[src/rtl/sdram_init_pkg.sv]
package sdram_init_pkg;

    // Command encoding as {cs_n, ras_n, cas_n, we_n}
    typedef enum logic [3:0] {
        CMD_MRS = 4'b0000,
        CMD_REF = 4'b0001,
        CMD_PRE = 4'b0010,
        CMD_NOP = 4'b0111
    } sdr_cmd_e;

    typedef enum logic [2:0] {
        PH_WAIT,
        PH_PRE,
        PH_MRS,
        PH_REF,
        PH_DONE
    } init_phase_e;

    // One cycle's worth of pin values produced by the command generator
    typedef struct packed {
        sdr_cmd_e    cmd;
        logic        cke;
        logic        mask;
    } pin_bundle_t;

    // Mode word: [2:0] burst length code, [3] burst type, [6:4] CAS latency
    function automatic logic [11:0] build_mode(
        input logic [2:0] bl_code,
        input logic       interleaved,
        input logic [2:0] cas_lat
    );
        return {5'b00000, cas_lat, interleaved, bl_code};
    endfunction

    function automatic int max_of(input int a, input int b);
        return (a > b) ? a : b;
    endfunction

endpackage

[src/rtl/sdram_init_timer.sv]
module sdram_init_timer #(
    parameter int CNT_W = 8
) (
    input  logic             clk,
    input  logic             rst,
    input  logic             clear,
    output logic [CNT_W-1:0] count
);

    always_ff @(posedge clk) begin
        if (rst || clear) begin
            count <= '0;
        end else begin
            count <= count + 1'b1;
        end
    end

endmodule

[src/rtl/sdram_init_seq.sv]
module sdram_init_seq
    import sdram_init_pkg::*;
#(
    parameter int WAIT_CYC  = 200,
    parameter int T_RP      = 3,
    parameter int T_RC      = 9,
    parameter int T_MRD     = 2,
    parameter int N_REFRESH = 8,
    parameter bit MRS_FIRST = 1'b1,
    parameter int TMR_W     = 8
) (
    input  logic             clk,
    input  logic             rst,
    input  logic [TMR_W-1:0] tmr,
    output logic             tmr_clear,
    output init_phase_e      phase,
    output logic             issue
);

    localparam int REF_W = $clog2(N_REFRESH + 1);
    localparam logic [TMR_W-1:0] WAIT_LAST = TMR_W'(WAIT_CYC - 1);
    localparam logic [TMR_W-1:0] RP_LAST   = TMR_W'(T_RP - 1);
    localparam logic [TMR_W-1:0] RC_LAST   = TMR_W'(T_RC - 1);
    localparam logic [TMR_W-1:0] MRD_LAST  = TMR_W'(T_MRD - 1);
    localparam logic [REF_W-1:0] REF_LAST  = REF_W'(N_REFRESH - 1);

    init_phase_e      phase_q, phase_d;
    logic [REF_W-1:0] ref_q, ref_d;
    logic [TMR_W-1:0] limit;
    logic             at_end;
    init_phase_e      after_pre, after_mrs, after_ref;

    // Phase ordering chosen at elaboration
    generate
        if (MRS_FIRST) begin : g_mode_first
            assign after_pre = PH_MRS;
            assign after_mrs = PH_REF;
            assign after_ref = PH_DONE;
        end else begin : g_refresh_first
            assign after_pre = PH_REF;
            assign after_ref = PH_MRS;
            assign after_mrs = PH_DONE;
        end
    endgenerate

    always_comb begin
        case (phase_q)
            PH_WAIT: limit = WAIT_LAST;
            PH_PRE:  limit = RP_LAST;
            PH_MRS:  limit = MRD_LAST;
            PH_REF:  limit = RC_LAST;
            default: limit = '0;
        endcase
    end

    assign at_end = (tmr == limit);

    always_comb begin
        phase_d = phase_q;
        ref_d   = ref_q;
        if (at_end) begin
            case (phase_q)
                PH_WAIT: phase_d = PH_PRE;
                PH_PRE:  phase_d = after_pre;
                PH_MRS:  phase_d = after_mrs;
                PH_REF: begin
                    if (ref_q == REF_LAST) begin
                        ref_d   = '0;
                        phase_d = after_ref;
                    end else begin
                        ref_d = ref_q + 1'b1;
                    end
                end
                default: phase_d = phase_q;
            endcase
        end
    end

    always_ff @(posedge clk) begin
        if (rst) begin
            phase_q <= PH_WAIT;
            ref_q   <= '0;
        end else begin
            phase_q <= phase_d;
            ref_q   <= ref_d;
        end
    end

    assign tmr_clear = at_end || (phase_q == PH_DONE);
    assign phase     = phase_q;
    assign issue     = (tmr == '0) &&
                       ((phase_q == PH_PRE) || (phase_q == PH_MRS) || (phase_q == PH_REF));

endmodule

[src/rtl/sdram_init_cmdgen.sv]
module sdram_init_cmdgen
    import sdram_init_pkg::*;
#(
    parameter int              ADDR_W   = 12,
    parameter int              BA_W     = 1,
    parameter int              DQM_W    = 2,
    parameter logic [ADDR_W-1:0] MODE_VAL = '0
) (
    input  init_phase_e       phase,
    input  logic              issue,
    output pin_bundle_t       pins,
    output logic [ADDR_W-1:0] addr,
    output logic [BA_W-1:0]   ba,
    output logic [DQM_W-1:0]  dqm
);

    localparam logic [ADDR_W-1:0] PRE_ALL = ADDR_W'(1) << 10;

    always_comb begin
        pins.cmd  = CMD_NOP;
        pins.cke  = 1'b1;
        pins.mask = (phase != PH_DONE);
        addr      = '0;
        if (issue) begin
            case (phase)
                PH_PRE: begin
                    pins.cmd = CMD_PRE;
                    addr     = PRE_ALL;
                end
                PH_MRS: begin
                    pins.cmd = CMD_MRS;
                    addr     = MODE_VAL;
                end
                PH_REF: pins.cmd = CMD_REF;
                default: pins.cmd = CMD_NOP;
            endcase
        end
    end

    assign ba  = '0;
    assign dqm = {DQM_W{pins.mask}};

endmodule

[src/rtl/sdram_init_top.sv]
module sdram_init_top
    import sdram_init_pkg::*;
#(
    parameter int CLK_MHZ   = 100,
    parameter int T_RP      = 3,
    parameter int T_RC      = 9,
    parameter int T_MRD     = 2,
    parameter int N_REFRESH = 8,
    parameter bit MRS_FIRST = 1'b1,
    parameter int ADDR_W    = 12,
    parameter int BA_W      = 1,
    parameter int DQM_W     = 2,
    parameter logic [ADDR_W-1:0] MODE_VAL = ADDR_W'(build_mode(3'd0, 1'b0, 3'd3))
) (
    input  logic              clk,
    input  logic              rst,
    output logic              sdr_cke,
    output logic              sdr_cs_n,
    output logic              sdr_ras_n,
    output logic              sdr_cas_n,
    output logic              sdr_we_n,
    output logic [BA_W-1:0]   sdr_ba,
    output logic [ADDR_W-1:0] sdr_addr,
    output logic [DQM_W-1:0]  sdr_dqm,
    output logic              init_done
);

    localparam int WAIT_CYC = 200 * CLK_MHZ;
    localparam int MAX_SPAN = max_of(max_of(WAIT_CYC, T_RC), max_of(T_RP, T_MRD));
    localparam int TMR_W    = $clog2(MAX_SPAN + 1);

    logic [TMR_W-1:0] tmr;
    logic             tmr_clear;
    init_phase_e      phase;
    logic             issue;
    pin_bundle_t      pins;

    sdram_init_timer #(
        .CNT_W (TMR_W)
    ) u_timer (
        .clk   (clk),
        .rst   (rst),
        .clear (tmr_clear),
        .count (tmr)
    );

    sdram_init_seq #(
        .WAIT_CYC  (WAIT_CYC),
        .T_RP      (T_RP),
        .T_RC      (T_RC),
        .T_MRD     (T_MRD),
        .N_REFRESH (N_REFRESH),
        .MRS_FIRST (MRS_FIRST),
        .TMR_W     (TMR_W)
    ) u_seq (
        .clk       (clk),
        .rst       (rst),
        .tmr       (tmr),
        .tmr_clear (tmr_clear),
        .phase     (phase),
        .issue     (issue)
    );

    sdram_init_cmdgen #(
        .ADDR_W   (ADDR_W),
        .BA_W     (BA_W),
        .DQM_W    (DQM_W),
        .MODE_VAL (MODE_VAL)
    ) u_cmdgen (
        .phase (phase),
        .issue (issue),
        .pins  (pins),
        .addr  (sdr_addr),
        .ba    (sdr_ba),
        .dqm   (sdr_dqm)
    );

    assign sdr_cke   = pins.cke;
    assign sdr_cs_n  = pins.cmd[3];
    assign sdr_ras_n = pins.cmd[2];
    assign sdr_cas_n = pins.cmd[1];
    assign sdr_we_n  = pins.cmd[0];
    assign init_done = (phase == PH_DONE);

endmodule

[config.mk]
export PLATFORM = sky130hd
export DESIGN_NAME = sdram_init_top
export DESIGN_NICKNAME = d
export VERILOG_FILES = /design/src/rtl/sdram_init_pkg.sv /design/src/rtl/sdram_init_timer.sv /design/src/rtl/sdram_init_seq.sv /design/src/rtl/sdram_init_cmdgen.sv /design/src/rtl/sdram_init_top.sv
export SDC_FILE = /design/constraint.sdc
export NUM_CORES = 1
export LEC_CHECK = 0
export CELL_PAD_IN_SITES_DETAIL_PLACEMENT = 2
export CELL_PAD_IN_SITES_GLOBAL_PLACEMENT = 2
export CORE_ASPECT_RATIO = 0.7
export CORE_MARGIN = 2
export CORE_UTILIZATION = 31
export CTS_BUF_LIST = sky130_fd_sc_hd__clkbuf_2
export DETAILED_ROUTE_END_ITERATION = 6
export PLACE_DENSITY = 0.88
export SLEW_MARGIN = 10
export SYNTH_ARGS = -nofsm -noshare
export SYNTH_HDL_FRONTEND = slang
export SYNTH_SLANG_ARGS = --single-unit
[constraint.sdc]
create_clock -name clk -period 2.8 [get_ports clk]
set_input_delay 0.28 -clock clk [delete_from_list [all_inputs] [get_ports clk]]
set_output_delay 0.28 -clock clk [all_outputs]
set_load 0.005 [all_outputs]
==> impl_metrics.sql <==
INSERT INTO impl_metrics (metric_group, metric, value, unit) VALUES
('timing', 'fin_worst_skew', '0.0192', 'ns'),
('routing', 'drt_wl_total', '3.79', 'mm'),
('logic_synthesis', 'synth-seq-area-share', '33.6', '%'),
('worst_setup_path', 'startpoint_kind_of_the_worst_setup_timing_path', 'flop', ''),
('logic_synthesis', 'synth_cell_types', '40', ''),
('cts', 'clkLatencyLatePin', '0.35', 'ns'),
('finish', 'final_layout_size_suffix_gt1_share', '16.4', '%'),
('power_and_ir_drop', 'power-per-cell-area', '386', 'nW/um2'),
('worst_setup_path', 'worstReg2RegStart', 'u_timer.count[8]$_SDFF_PP0_', ''),
('timing', 'timing.slew.headroom', '40.7', '%'),
('worst_setup_path', 'critical_path.cell_chain', 'or4_4, or3_4, nor3_4, inv_2, clkdlybuf4s50_1', ''),
('finish', 'syn_to_final_growth', '17.1', '%'),
('logic_synthesis', 'post_synth.cell_area_avg', '7.90', 'um2'),
('cts', 'root_buffer', 'clkbuf_2', ''),
('floorplan', 'floorplan.initialDensity', '32.8', '%'),
('worst_setup_path', 'combined_buffer_and_inverter_count_along_the_critical_path', '2', ''),
('floorplan', 'number_of_top_level_pins', '23', ''),
('timing', 'rsz0062_at_grt', 'no', ''),
('global_routing', 'gr-total-overflow', '0', ''),
('timing', 'final-hold-violation-count', '0', ''),
('place', 'gp_congestion', '0.809', ''),
('logic_synthesis', 'postSynthCellCount', '166', ''),
('floorplan', 'floorplan.die.width', '81.7', 'um'),
('timing', 'timing.final.setup_violations', '0', ''),
('floorplan', 'die_height', '58.4', 'um'),
('routing', 'viasPerCell', '5.02', ''),
('status', 'run_status', 'finished, final reports clean', ''),
('worst_setup_path', 'arrival', '2.37', 'ns'),
('global_routing', 'first_global_vias', '1291', ''),
('routing', 'drt_first_iter_violations', '28', ''),
('logic_synthesis', 'yosysWarningCount', '0', ''),
('routing', 'routed_wire_length_per_instance', '16.5', 'um'),
('worst_setup_path', 'crit_path_max_incr_delay', '0.56', 'ns'),
('worst_setup_path', 'reg2reg_slack', '0.34', 'ns'),
('worst_hold_path', 'min_path_type', 'reg2reg', ''),
('cts', 'worst_setup_hold_path_clk_slew', '0.24', 'ns'),
('worst_hold_path', 'worst_hold_path.endpoint', 'u_seq.ref_q[3]$_SDFFE_PP0P_', ''),
('worst_setup_path', 'critPathCaptureType', 'primary output', ''),
('finish', 'nets', '183', ''),
('worst_hold_path', 'min_path_cells', '2', ''),
('routing', 'antenna_left', '0', ''),
('finish', 'insertedDiodeCount', '0', ''),
('finish', 'post-route-util', '38.4', '%'),
('cts', 'clock_tree_from_tritoncts', 'done', ''),
('logic_synthesis', 'synth.cells.most_frequent', 'nor2_1 (26), dfxtp_1 (22), buf_4 (14), nand3_1 (11), nand2_1 (9)', ''),
('timing', 'slew_viol_final', '0', ''),
('timing', 'whs', '0.522', 'ns'),
('timing', 'final.period_utilization', '94.7', '%'),
('worst_hold_path', 'worst_hold_startpoint', 'u_seq.ref_q[3]$_SDFFE_PP0P_', ''),
('place', 'io_buf_count', '10', ''),
('logic_synthesis', 'yosys.area.top_type_share', '33.6', '%'),
('worst_setup_path', 'worst_setup_path_startpoint', 'u_timer.count[8]$_SDFF_PP0_', ''),
('global_routing', 'largest_net_degree_at_the_start_of_global_routing', '14', ''),
('logic_synthesis', 'async_reset_ff_share', '0', '%'),
('worst_setup_path', 'worst_ep_required_time', '2.52', 'ns'),
('worst_setup_path', 'worst-r2r-cell-count', '6', ''),
('logic_synthesis', 'yosys_register_bits', '22', ''),
('cts', 'clock-sinks', '22', ''),
('floorplan', 'count_of_standard_cell_rows', '19', ''),
('logic_synthesis', 'postSynth.topFlopCell', 'dfxtp_1', ''),
('logic_synthesis', 'synth-edff-count', '0', ''),
('timing', 'fin_setup_tns', '0', 'ns'),
('worst_setup_path', 'r2r-end', 'u_seq.ref_q[0]$_SDFFE_PP0P_', ''),
('global_routing', 'first_pass_grt_wire_length', '6.32', 'mm'),
('job', 'cap_viol_max_count', '0', ''),
('power_and_ir_drop', 'total_leakage_power', '0.606', 'nW'),
('cts', 'cts.path.max_buffers', '2', ''),
('cts', 'cts_hold_buffers', '0', ''),
('worst_setup_path', 'path_delay_family', 'simple AND/OR/NAND/NOR gates', ''),
('power_and_ir_drop', 'ir_drop', '0.000265', 'V'),
('routing', 'route.vias.total', '1150', '');
[tightest hold or removal path: cells and delay by family (launching register included)]
| family | cells | cell delay (ns) |
|---|---|---|
| flops | 1 | 0.38 |
| simple gates | 1 | 0.07 |
| mux | 1 | 0.06 |
[how the worst max path moves through the flow]
stage	to	slack [ns]	cells after the start
3_3_place_gp	sdr_addr[5]	0.12	6
4_1_cts	sdr_we_n	0.05	6
2_1_floorplan	sdr_addr[5]	0.59	7
5_1_grt	sdr_addr[10]	0.02	6
3_5_place_dp	sdr_addr[5]	0.01	6
6_report	sdr_ras_n	0.15	5
[power by group]
| part | switching [mW] | internal (mW) | total [mW] |
|---|---|---|---|
| Combinational | 0.0264 | 0.0160 | 0.0425 |
| Clock | 0.107 | 0.123 | 0.231 |
| Sequential | 0.00382 | 0.316 | 0.320 |
[area by class of cell]
class	count	area (um2)
Sequential cell	22	455
Multi-Input combinational cell	123	763
Clock buffer	3	15.0
Fill cell	470	2460
Tap cell	52	65.1
Inverter	8	30.0
Clock inverter	1	30.0
Timing Repair Buffer	20	176
[cells in the final DEF, fill, tap and decap left out, drive strengths merged, types with 2 or more instances in the layout]
| cell | synthesis | final |
|---|---|---|
| or3 | 2 | 2 |
| nor4 | 3 | 3 |
| xnor2 | 6 | 6 |
| nand2b | 3 | 3 |
| nor3 | 5 | 5 |
| buf | 16 | 10 |
| clkbuf | 7 | 3 |
| o21ai | 3 | 3 |
| a21oi | 6 | 6 |
| conb | 2 | 12 |
| xor2 | 7 | 7 |
| dfxtp | 22 | 22 |
| dlygate4sd2 | 0 | 3 |
| clkdlybuf4s50 | 0 | 5 |
| nor2 | 26 | 26 |
| nand2 | 9 | 9 |
| or4 | 4 | 4 |
| inv | 8 | 8 |
| nor2b | 2 | 2 |
| nand3 | 11 | 11 |
| and3 | 2 | 2 |
| o31ai | 2 | 2 |
| o2111a | 2 | 2 |
| nand4 | 3 | 3 |
| dlymetal6s2s | 0 | 2 |
| ha | 3 | 3 |
[registers in the layout (all words and copies together), names as in the netlist]
register and cells:
u_seq.phase 3, u_seq.ref_q 4, u_timer.count 15
[what timing repair did]
item,in CTS,in global routing
hold endpoints to repair,0,0
setup endpoints to repair,6,2
resized for setup,17,3
pin swaps,1,0
buffers inserted,4,0
[cell families (layout without fill, tap and decap cells)]
group                      Yosys count  in the layout  synth area share (%)
AOI/OAI and AO/OA                   19             19                  11.5
other                                2             12                 0.573
adders and majority gates            3              3                  2.86
and+or+nand+nor                     75             75                  29.0
muxes                                1              1                 0.763
buffers and inverters               31             32                  13.0
xor gates and xnor gates            13             13                  8.68
DFF                                 22             22                  33.6
[metrics by stage]
step | power, mW | instances | setup slack (ns) | instance area, um2
global route | 0.617 | 229 | 0.0214 | 1540
floorplan | 0.364 | 176 | 0.593 | 1350
CTS | 0.597 | 229 | 0.0529 | 1530
detailed placement | 0.366 | 221 | 0.0118 | 1420
finish | 0.593 | 229 | 0.147 | 1540
global placement | 0.361 | 221 | 0.123 | 1420
[routing by layer]
metal  share of wire (%)  track usage, %
met5                   0               0
met4                0.61            2.14
met3                 2.7            3.68
met2                  49            31.7
met1                  48            21.4
Note: power is estimated with default switching activity, not from simulation.
